<file path="config.mk">
export PLATFORM = sky130hd
export DESIGN_NAME = dti_top
export DESIGN_NICKNAME = d
export VERILOG_FILES = /design/src/rtl/dti_pkg.sv /design/src/rtl/dti_dt_reg.sv /design/src/rtl/dti_gap_timer.sv /design/src/rtl/dti_leg.sv /design/src/rtl/dti_top.sv
export SDC_FILE = /design/constraint.sdc
export NUM_CORES = 1
export LEC_CHECK = 0
export ABC_AREA = 0
export CORE_MARGIN = 10
export CORE_UTILIZATION = 60
export CTS_CLUSTER_DIAMETER = 100
export DETAILED_ROUTE_END_ITERATION = 16
export PLACE_DENSITY_LB_ADDON = 0.05
export SLEW_MARGIN = 10
export SYNTH_ARGS = -nofsm -noshare
export SYNTH_HDL_FRONTEND = slang
export SYNTH_HIERARCHICAL = 1
export SYNTH_SLANG_ARGS = --single-unit
</file>
<file path="constraint.sdc">
create_clock -name clk_i -period 5.15 [get_ports clk_i]
set_input_delay 1.03 -clock clk_i [delete_from_list [all_inputs] [get_ports clk_i]]
set_output_delay 1.03 -clock clk_i [all_outputs]
set_load 0.02 [all_outputs]
</file>
<file path="src/rtl/dti_pkg.sv">
package dti_pkg;
  localparam int unsigned NUM_PHASES_DEF = 3;
  localparam int unsigned DT_W_DEF       = 10;

  typedef enum logic [1:0] {
    LEG_LOW_ON  = 2'b01,
    LEG_HIGH_ON = 2'b10,
    LEG_BLANK   = 2'b00
  } leg_state_e;

  function automatic leg_state_e leg_for_level(input logic lvl);
    return lvl ? LEG_HIGH_ON : LEG_LOW_ON;
  endfunction
endpackage

</file>
<file path="src/rtl/dti_dt_reg.sv">
module dti_dt_reg #(
  parameter int unsigned DT_W = 10
) (
  input  logic            clk_i,
  input  logic            rst_ni,
  input  logic            sync_i,
  input  logic [DT_W-1:0] dead_time_i,
  output logic [DT_W-1:0] dt_act_o,
  output logic            dt_zero_o
);
  logic sync_q;
  logic sync_rise;

  assign sync_rise = sync_i & ~sync_q;

  always_ff @(posedge clk_i or negedge rst_ni) begin
    if (!rst_ni) begin
      sync_q   <= 1'b0;
      dt_act_o <= '0;
    end else begin
      sync_q <= sync_i;
      if (sync_rise) dt_act_o <= dead_time_i;
    end
  end

  assign dt_zero_o = (dt_act_o == '0);
endmodule

</file>
<file path="src/rtl/dti_gap_timer.sv">
module dti_gap_timer #(
  parameter int unsigned CNT_W = 11
) (
  input  logic             clk_i,
  input  logic             rst_ni,
  input  logic             load_i,
  input  logic [CNT_W-1:0] load_val_i,
  output logic             expire_o,
  output logic             busy_o
);
  localparam logic [CNT_W-1:0] ONE = CNT_W'(1);

  logic [CNT_W-1:0] cnt_q;
  logic [CNT_W-1:0] cnt_d;

  always_comb begin
    cnt_d = cnt_q;
    if (load_i)            cnt_d = load_val_i;
    else if (cnt_q != '0)  cnt_d = cnt_q - ONE;
  end

  // reset value of one arms a turn-on at the first edge
  always_ff @(posedge clk_i or negedge rst_ni) begin
    if (!rst_ni) cnt_q <= ONE;
    else         cnt_q <= cnt_d;
  end

  assign expire_o = (cnt_q == ONE);
  assign busy_o   = (cnt_q != '0);
endmodule

</file>
<file path="src/rtl/dti_leg.sv">
module dti_leg
  import dti_pkg::*;
#(
  parameter int unsigned DT_W = 10
) (
  input  logic            clk_i,
  input  logic            rst_ni,
  input  logic            raw_i,
  input  logic [DT_W-1:0] dt_act_i,
  input  logic            dt_zero_i,
  output logic            high_o,
  output logic            low_o
);
  localparam int unsigned CNT_W = DT_W + 1;

  logic             raw_q;
  logic             raw_edge;
  logic             tmr_load;
  logic [CNT_W-1:0] tmr_val;
  logic             tmr_expire;
  logic             tmr_busy;
  leg_state_e       st_q;
  leg_state_e       st_d;

  assign raw_edge = raw_i ^ raw_q;
  assign tmr_load = raw_edge;
  assign tmr_val  = dt_zero_i ? '0 : {dt_act_i, 1'b0};

  dti_gap_timer #(.CNT_W(CNT_W)) u_timer (
    .clk_i      (clk_i),
    .rst_ni     (rst_ni),
    .load_i     (tmr_load),
    .load_val_i (tmr_val),
    .expire_o   (tmr_expire),
    .busy_o     (tmr_busy)
  );

  // a transition has priority over a turn-on due at the same edge
  always_comb begin
    st_d = st_q;
    if (raw_edge) begin
      st_d = dt_zero_i ? leg_for_level(raw_i) : LEG_BLANK;
    end else if (tmr_expire) begin
      st_d = leg_for_level(raw_i);
    end else if (tmr_busy) begin
      st_d = LEG_BLANK;
    end
  end

  always_ff @(posedge clk_i or negedge rst_ni) begin
    if (!rst_ni) begin
      raw_q <= 1'b0;
      st_q  <= LEG_BLANK;
    end else begin
      raw_q <= raw_i;
      st_q  <= st_d;
    end
  end

  assign high_o = (st_q == LEG_HIGH_ON);
  assign low_o  = (st_q == LEG_LOW_ON);
endmodule

</file>
<file path="src/rtl/dti_top.sv">
module dti_top
  import dti_pkg::*;
#(
  parameter int unsigned NUM_PHASES = NUM_PHASES_DEF,
  parameter int unsigned DT_W       = DT_W_DEF
) (
  input  logic                  clk_i,
  input  logic                  rst_ni,
  input  logic [NUM_PHASES-1:0] phase_i,
  input  logic                  sync_i,
  input  logic [DT_W-1:0]       dead_time_i,
  output logic [NUM_PHASES-1:0] high_o,
  output logic [NUM_PHASES-1:0] low_o
);
  logic [DT_W-1:0] dt_act;
  logic            dt_zero;

  dti_dt_reg #(.DT_W(DT_W)) u_dt (
    .clk_i       (clk_i),
    .rst_ni      (rst_ni),
    .sync_i      (sync_i),
    .dead_time_i (dead_time_i),
    .dt_act_o    (dt_act),
    .dt_zero_o   (dt_zero)
  );

  for (genvar g = 0; g < NUM_PHASES; g++) begin : g_leg
    dti_leg #(.DT_W(DT_W)) u_leg (
      .clk_i     (clk_i),
      .rst_ni    (rst_ni),
      .raw_i     (phase_i[g]),
      .dt_act_i  (dt_act),
      .dt_zero_i (dt_zero),
      .high_o    (high_o[g]),
      .low_o     (low_o[g])
    );
  end
endmodule

</file>
# After elaboration in Yosys (flattened, before gate mapping)
# Index checks and enable logic that the tools add are counted.
# totals
regBits,53
latchBits,0
ramBits,0
rom_bits,0
input_bits,16
wordCells,60
n_memories,0
# op_classes
addsub,3
n_mul,0
n_div,0
n_lt_le_gt_ge,0
eq_ne,9
shift,0
n_mux,22
n_bitwise,5
n_reduce_logical,10
# ops
operator,n
11-bit 2-to-1 mux,7
"11-bit by 1-bit equality test with 1-bit output, second input constant",3
11-bit nonzero test,3
"11-bit by 1-bit subtractor with 11-bit output, second input constant",3
2-bit 2-to-1 mux,15
10-bit logical NOT,1
3-bit nonzero test,3
"2-bit by 1-bit equality test with 1-bit output, second input constant",3
"2-bit equality test, second input constant",3
2-bit nonzero test,3
1-bit bitwise XOR,3
1-bit bitwise AND,1
1-bit NOT,1

# Depth between registers and ports, before layout
# logic_depth
word_depth,4
depth_mapped,9
mapped_depth_nobuf,8

# Modules after synthesis
# Netlist, hierarchy kept.
# by_module_without_submodules
mod,n_inst,cells_per_inst,area_per_inst_um2,seq_area_each_um2
dti_gap_timer,3,69,689.4,276.5
dti_leg,3,30,239.0,75.1
dti_dt_reg,1,26,430.4,275.3

# Worst setup path before layout
# OpenSTA, ideal clock, no wires.
# synth_path
path_type,reg2reg
startpoint,reg u_dt.dt_act_o[7]
endpoint,reg g_leg[0].u_leg.u_timer.cnt_q[6]
arrival_ps,1902
required_time_ps,5013
slack_ps,3111
stages_incl_launch_ff,7
n_path_buf,1
path_cell_list,dfrtp_1 -> or4_4 -> nor4_2 -> buf_2 -> nor2b_1 -> a22oi_2 -> o41ai_2
# synth_via
elab_chain_len,3
# synth_lines
element,line_no,source
from (decl),dti_dt_reg.sv:8,"output logic [DT_W-1:0] dt_act_o,"
from (signal assigned),dti_dt_reg.sv:22,if (sync_rise) dt_act_o <= dead_time_i;
10-bit logical NOT,dti_dt_reg.sv:26,assign dt_zero_o = (dt_act_o == '0);
named net dt_zero,dti_top.sv:16,logic dt_zero;
11-bit 2-to-1 mux,dti_leg.sv:27,"assign tmr_val = dt_zero_i ? '0 : {dt_act_i, 1'b0};"
named net g_leg[0].u_leg.tmr_val[6],dti_leg.sv:19,logic [CNT_W-1:0] tmr_val;
11-bit 2-to-1 mux,dti_gap_timer.sv:18,if (load_i) cnt_d = load_val_i;
to (signal assigned),dti_gap_timer.sv:25,else cnt_q <= cnt_d;
to (decl),dti_gap_timer.sv:13,logic [CNT_W-1:0] cnt_q;
# The timed path passes the listed nets, and every way through them passes these cells.
# A chain may end at the register's enable or synchronous reset.

# Final worst setup path
# layout_path
startpoint,reg g_leg[1].u_leg.st_q[0]
endpoint,out low_o[1]
# layout_via
elab_chain_len,1
# layout_lines
element,line_no,source
from (decl),dti_leg.sv:22,leg_state_e st_q;
from (signal assigned),dti_leg.sv:56,st_q <= st_d;
2-bit by 1-bit equality test with 1-bit output,dti_leg.sv:61,assign low_o = (st_q == LEG_LOW_ON);
to (decl),dti_top.sv:13,output logic [NUM_PHASES-1:0] low_o
# Every way passes these cells.

==> reports/metrics.yaml <==
cts-root-buf: "sky130_fd_sc_hd__clkbuf_8"
drive_gt1_share_pct: 13.78
fin_worst_skew_ps: 7.939
critPathRequiredTime_ps: 4120
hp-class: "reg -> reg"
timing.final.crit_share_pct: 48.46
wl_um: 6473
cts_hold_repair.buffers: 0
worstSetupPathType: "reg -> out"
globalRouteTotalUtil_pct: 15.88
core.rowCount: 26
grt_pass1_vias: 2359
via_count: 2334
route.detailed.drc: 0
highest_layer: "met4"
worst-slew-pin-transition_ps: 872.9
synth-warning-count: 6
synthToLayoutAreaGrowth_pct: 11.28
synth_enable_flop_cells: 0
insertedDiodeCount: 0
worst_hold_slack_ps: 547.0
setup.worst_path.end_class: "output port"
vdd.ir_drop.worst_mv: 0.2207
number_of_antenna_violations_at_the_first_check_in_global_routing: 0
post_synth_mux_area_share_pct: 4.553
chip_height_um: 93.21
chipWidth_um: 93.21
synthDominantCellAreaShare_pct: 38.91
share_comb_of_total_power_pct: 27.2
io_pins: 22
hpwl_um: 4404
post_cts_resize_count: 0
maximum_number_of_pins_on_one_net_before_global_route_repair: 54
clock_power_share_pct: 25.4
finalSetupViolCount: 0
max_cap_violations: 0
synth_fa_ha_area_share_pct: 2.335
cts_setup_buffers: 0
postSynth.asyncResetShare_pct: 100.0
wl_per_cell_um: 15.75
final_net_count: 362
drt_first_iter_violations: 133
postLayoutCellArea_sq_um: 3578
clock_sink_count: 53
design_power_total_mw: 1.314
overflow: 0
power.switching_mw: 0.4213
worst_setup_path_start_kind: "flop"
place.port_buffers: 21
internal_power_summed_over_all_cells_mw: 0.8925
tritoncts_buffers: 5
post_synth_main_area_contributors: "sky130_fd_sc_hd__dfrtp_1 (39%), sky130_fd_sc_hd__nor2b_1 (8.9%), sky130_fd_sc_hd__xnor2_1 (4.1%), sky130_fd_sc_hd__nand2_1 (3.9%), sky130_fd_sc_hd__mux2_2 (3.5%)"
synth_area_per_cell_sq_um: 9.955
finalWorstPathRequiredPeriod_ps: 2496
grt_pass1_wl_um: 11390
power_density_nw_per_um2: 367.1
cts_max_path_buffers: 2
area_taken_by_multi_input_logic_gates_sq_um: 1728
place_congestion: 0.7615
leakage_nw: 1.462
rsz_0062_raised_after_global_routing: "no"
htree_depth: 2
swShare_pct: 32.07
final-hold-violation-count: 0
synth.top_cells.by_count: "sky130_fd_sc_hd__dfrtp_1 (50), sky130_fd_sc_hd__nor2b_1 (46), sky130_fd_sc_hd__nand2_1 (33)"
synth_seq_area_share_pct: 41.36
synthXorXnorAreaFrac_pct: 5.720
run_status: "finished clean"
synth.cell_area_sq_um: 3216
flop_and_latch_count_out_of_synthesis: 53
fp.coreArea_sq_um: 5140
vias_per_cell: 5.679
synth_cells: 323
cts.clk_slew.worst_paths_ps: 90
met2RoutedLength_um: 3131
syn-num-nets: 345
combinational_family_with_the_most_area_after_synthesis: "simple AND/OR/NAND/NOR gates"
fin_setup_tns_ps: 0
final_antenna_net_count: 0
initial_core_util_pct: 62.56
seqPwrFrac_pct: 47.4
yosys.area_share.simple_pct: 25.80
later_pin_clock_latency_in_the_skew_report_ps: 310
fillerInstances: 415
die_area_sq_um: 8687
cts_tree: "built"
finalMaxSlewViolations: 0
ff_latch_area_sq_um: 1330
netlist.top_cell.by_area: "sky130_fd_sc_hd__dfrtp_1"
synth.distinct_cells: 39
worst-endpoint-arrival_ps: 1470
routed-wl-met3_um: 222
postSynth.topFlopCell: "sky130_fd_sc_hd__dfrtp_1"
detailed_place.area_sq_um: 3445
largest_fanout_on_the_critical_path: 4
synth-compound-area-share_pct: 14.71
max_slew_margin_pct: 41.27
wl_met1_um: 3050
drtPass1Iterations: 4
synth_most_common_cell: "sky130_fd_sc_hd__dfrtp_1"
achievable-frequency_ghz: 0.4007
## state kept, by name, indices dropped and copies added, names as in the netlist
| name | flops |
|---|---|
| u_dt/sync_q | 1 |
| u_dt/dt_act_o | 10 |
| g_leg.u_leg/u_timer/cnt_q | 33 |
| g_leg.u_leg/raw_q | 3 |
| g_leg.u_leg/st_q | 6 |
## critical path: stages, from the launching register on
cell and delay, ps:
sky130_fd_sc_hd__dfrtp_1 400, sky130_fd_sc_hd__nor2b_1 150, sky130_fd_sc_hd__clkdlybuf4s50_1 620
## layout by cell type (no fill, tap or decap), types with 5 or more instances in the layout
master and instances:
sky130_fd_sc_hd__o21ai_0 9, sky130_fd_sc_hd__ha_1 6, sky130_fd_sc_hd__nor2b_1 46, sky130_fd_sc_hd__nor4_1 6
sky130_fd_sc_hd__buf_4 5, sky130_fd_sc_hd__inv_1 15, sky130_fd_sc_hd__xor2_1 6, sky130_fd_sc_hd__mux2_2 10
sky130_fd_sc_hd__o31ai_1 15, sky130_fd_sc_hd__clkdlybuf4s50_1 20, sky130_fd_sc_hd__nor2_1 9, sky130_fd_sc_hd__nand2b_1 6
sky130_fd_sc_hd__nor4_2 6, sky130_fd_sc_hd__dfrtp_1 50, sky130_fd_sc_hd__xnor2_1 15, sky130_fd_sc_hd__nand2_1 33
sky130_fd_sc_hd__clkbuf_8 5, sky130_fd_sc_hd__a22o_1 6, sky130_fd_sc_hd__o21ai_1 12
## power groups by stage
stage	combinational, mW	clock [mW]	sequential (mW)
6_report	0.358	0.333	0.623
5_1_grt	0.405	0.357	0.643
4_1_cts	0.361	0.341	0.623
3_5_place_dp	0.356	0	0.629
3_3_place_gp	0.346	0	0.625
2_1_floorplan	0.320	0	0.587
## final cells by class
class / instances / area share [%]
inverter: 15 / 1.573
timing repair buffer: 26 / 6.783
sequential: 53 / 37.17
multi-input combinational: 239 / 48.29
clock buffer: 5 / 1.923
tap: 70 / 2.448
clock inverter: 3 / 1.818
## path summary, 6_finish.rpt
path	endpoint	cells past startpoint	slack, ps	startpoint
worst max-delay path	low_o[1]	2	2650	g_leg[1].u_leg/st_q[0]$_DFFE_PN0P_
worst min-delay path	g_leg[0].u_leg/st_q[1]$_DFFE_PN0P_	2	550	g_leg[0].u_leg/st_q[1]$_DFFE_PN0P_
worst max register to register	g_leg[0].u_leg/u_timer/cnt_q[5]$_DFFE_PN0P_	6	2790	u_dt/dt_act_o[7]$_DFFE_PN0P_
worst min register to register	g_leg[0].u_leg/st_q[1]$_DFFE_PN0P_	2	550	g_leg[0].u_leg/st_q[1]$_DFFE_PN0P_
max in group asynchronous	g_leg[2].u_leg/u_timer/cnt_q[7]$_DFFE_PN0P_	2	3830	rst_ni
min in group asynchronous	g_leg[1].u_leg/raw_q$_DFF_PN0_	2	840	rst_ni
## kinds of logic (layout without fill, tap and decap cells)
kind of cell,Yosys count,after routing
other cells,3,3
buf+inv,31,49
xor+xnor,21,21
compound gates,63,63
fa+ha+maj,6,6
mux,13,13
simple gates,133,133
flops,53,53
## stage by stage
step | setup slack (ps) | utilization, % | instances
3_3_place_gp | 2461 | 67.02 | 403
3_5_place_dp | 2445 | 67.02 | 403
4_1_cts | 2633 | 69.62 | 411
6_report | 2654 | 69.62 | 411
2_1_floorplan | 3111 | - | 323
5_1_grt | 2524 | 69.62 | 411
## metal layers
metal  vias to the layer above  track usage (%)
met5                         -                0
met4                         0            4.499
met3                         7            3.357
met2                        34            26.29
met1                      1128            20.43
li1                       1165                -
(Power assumes the default switching activity.)
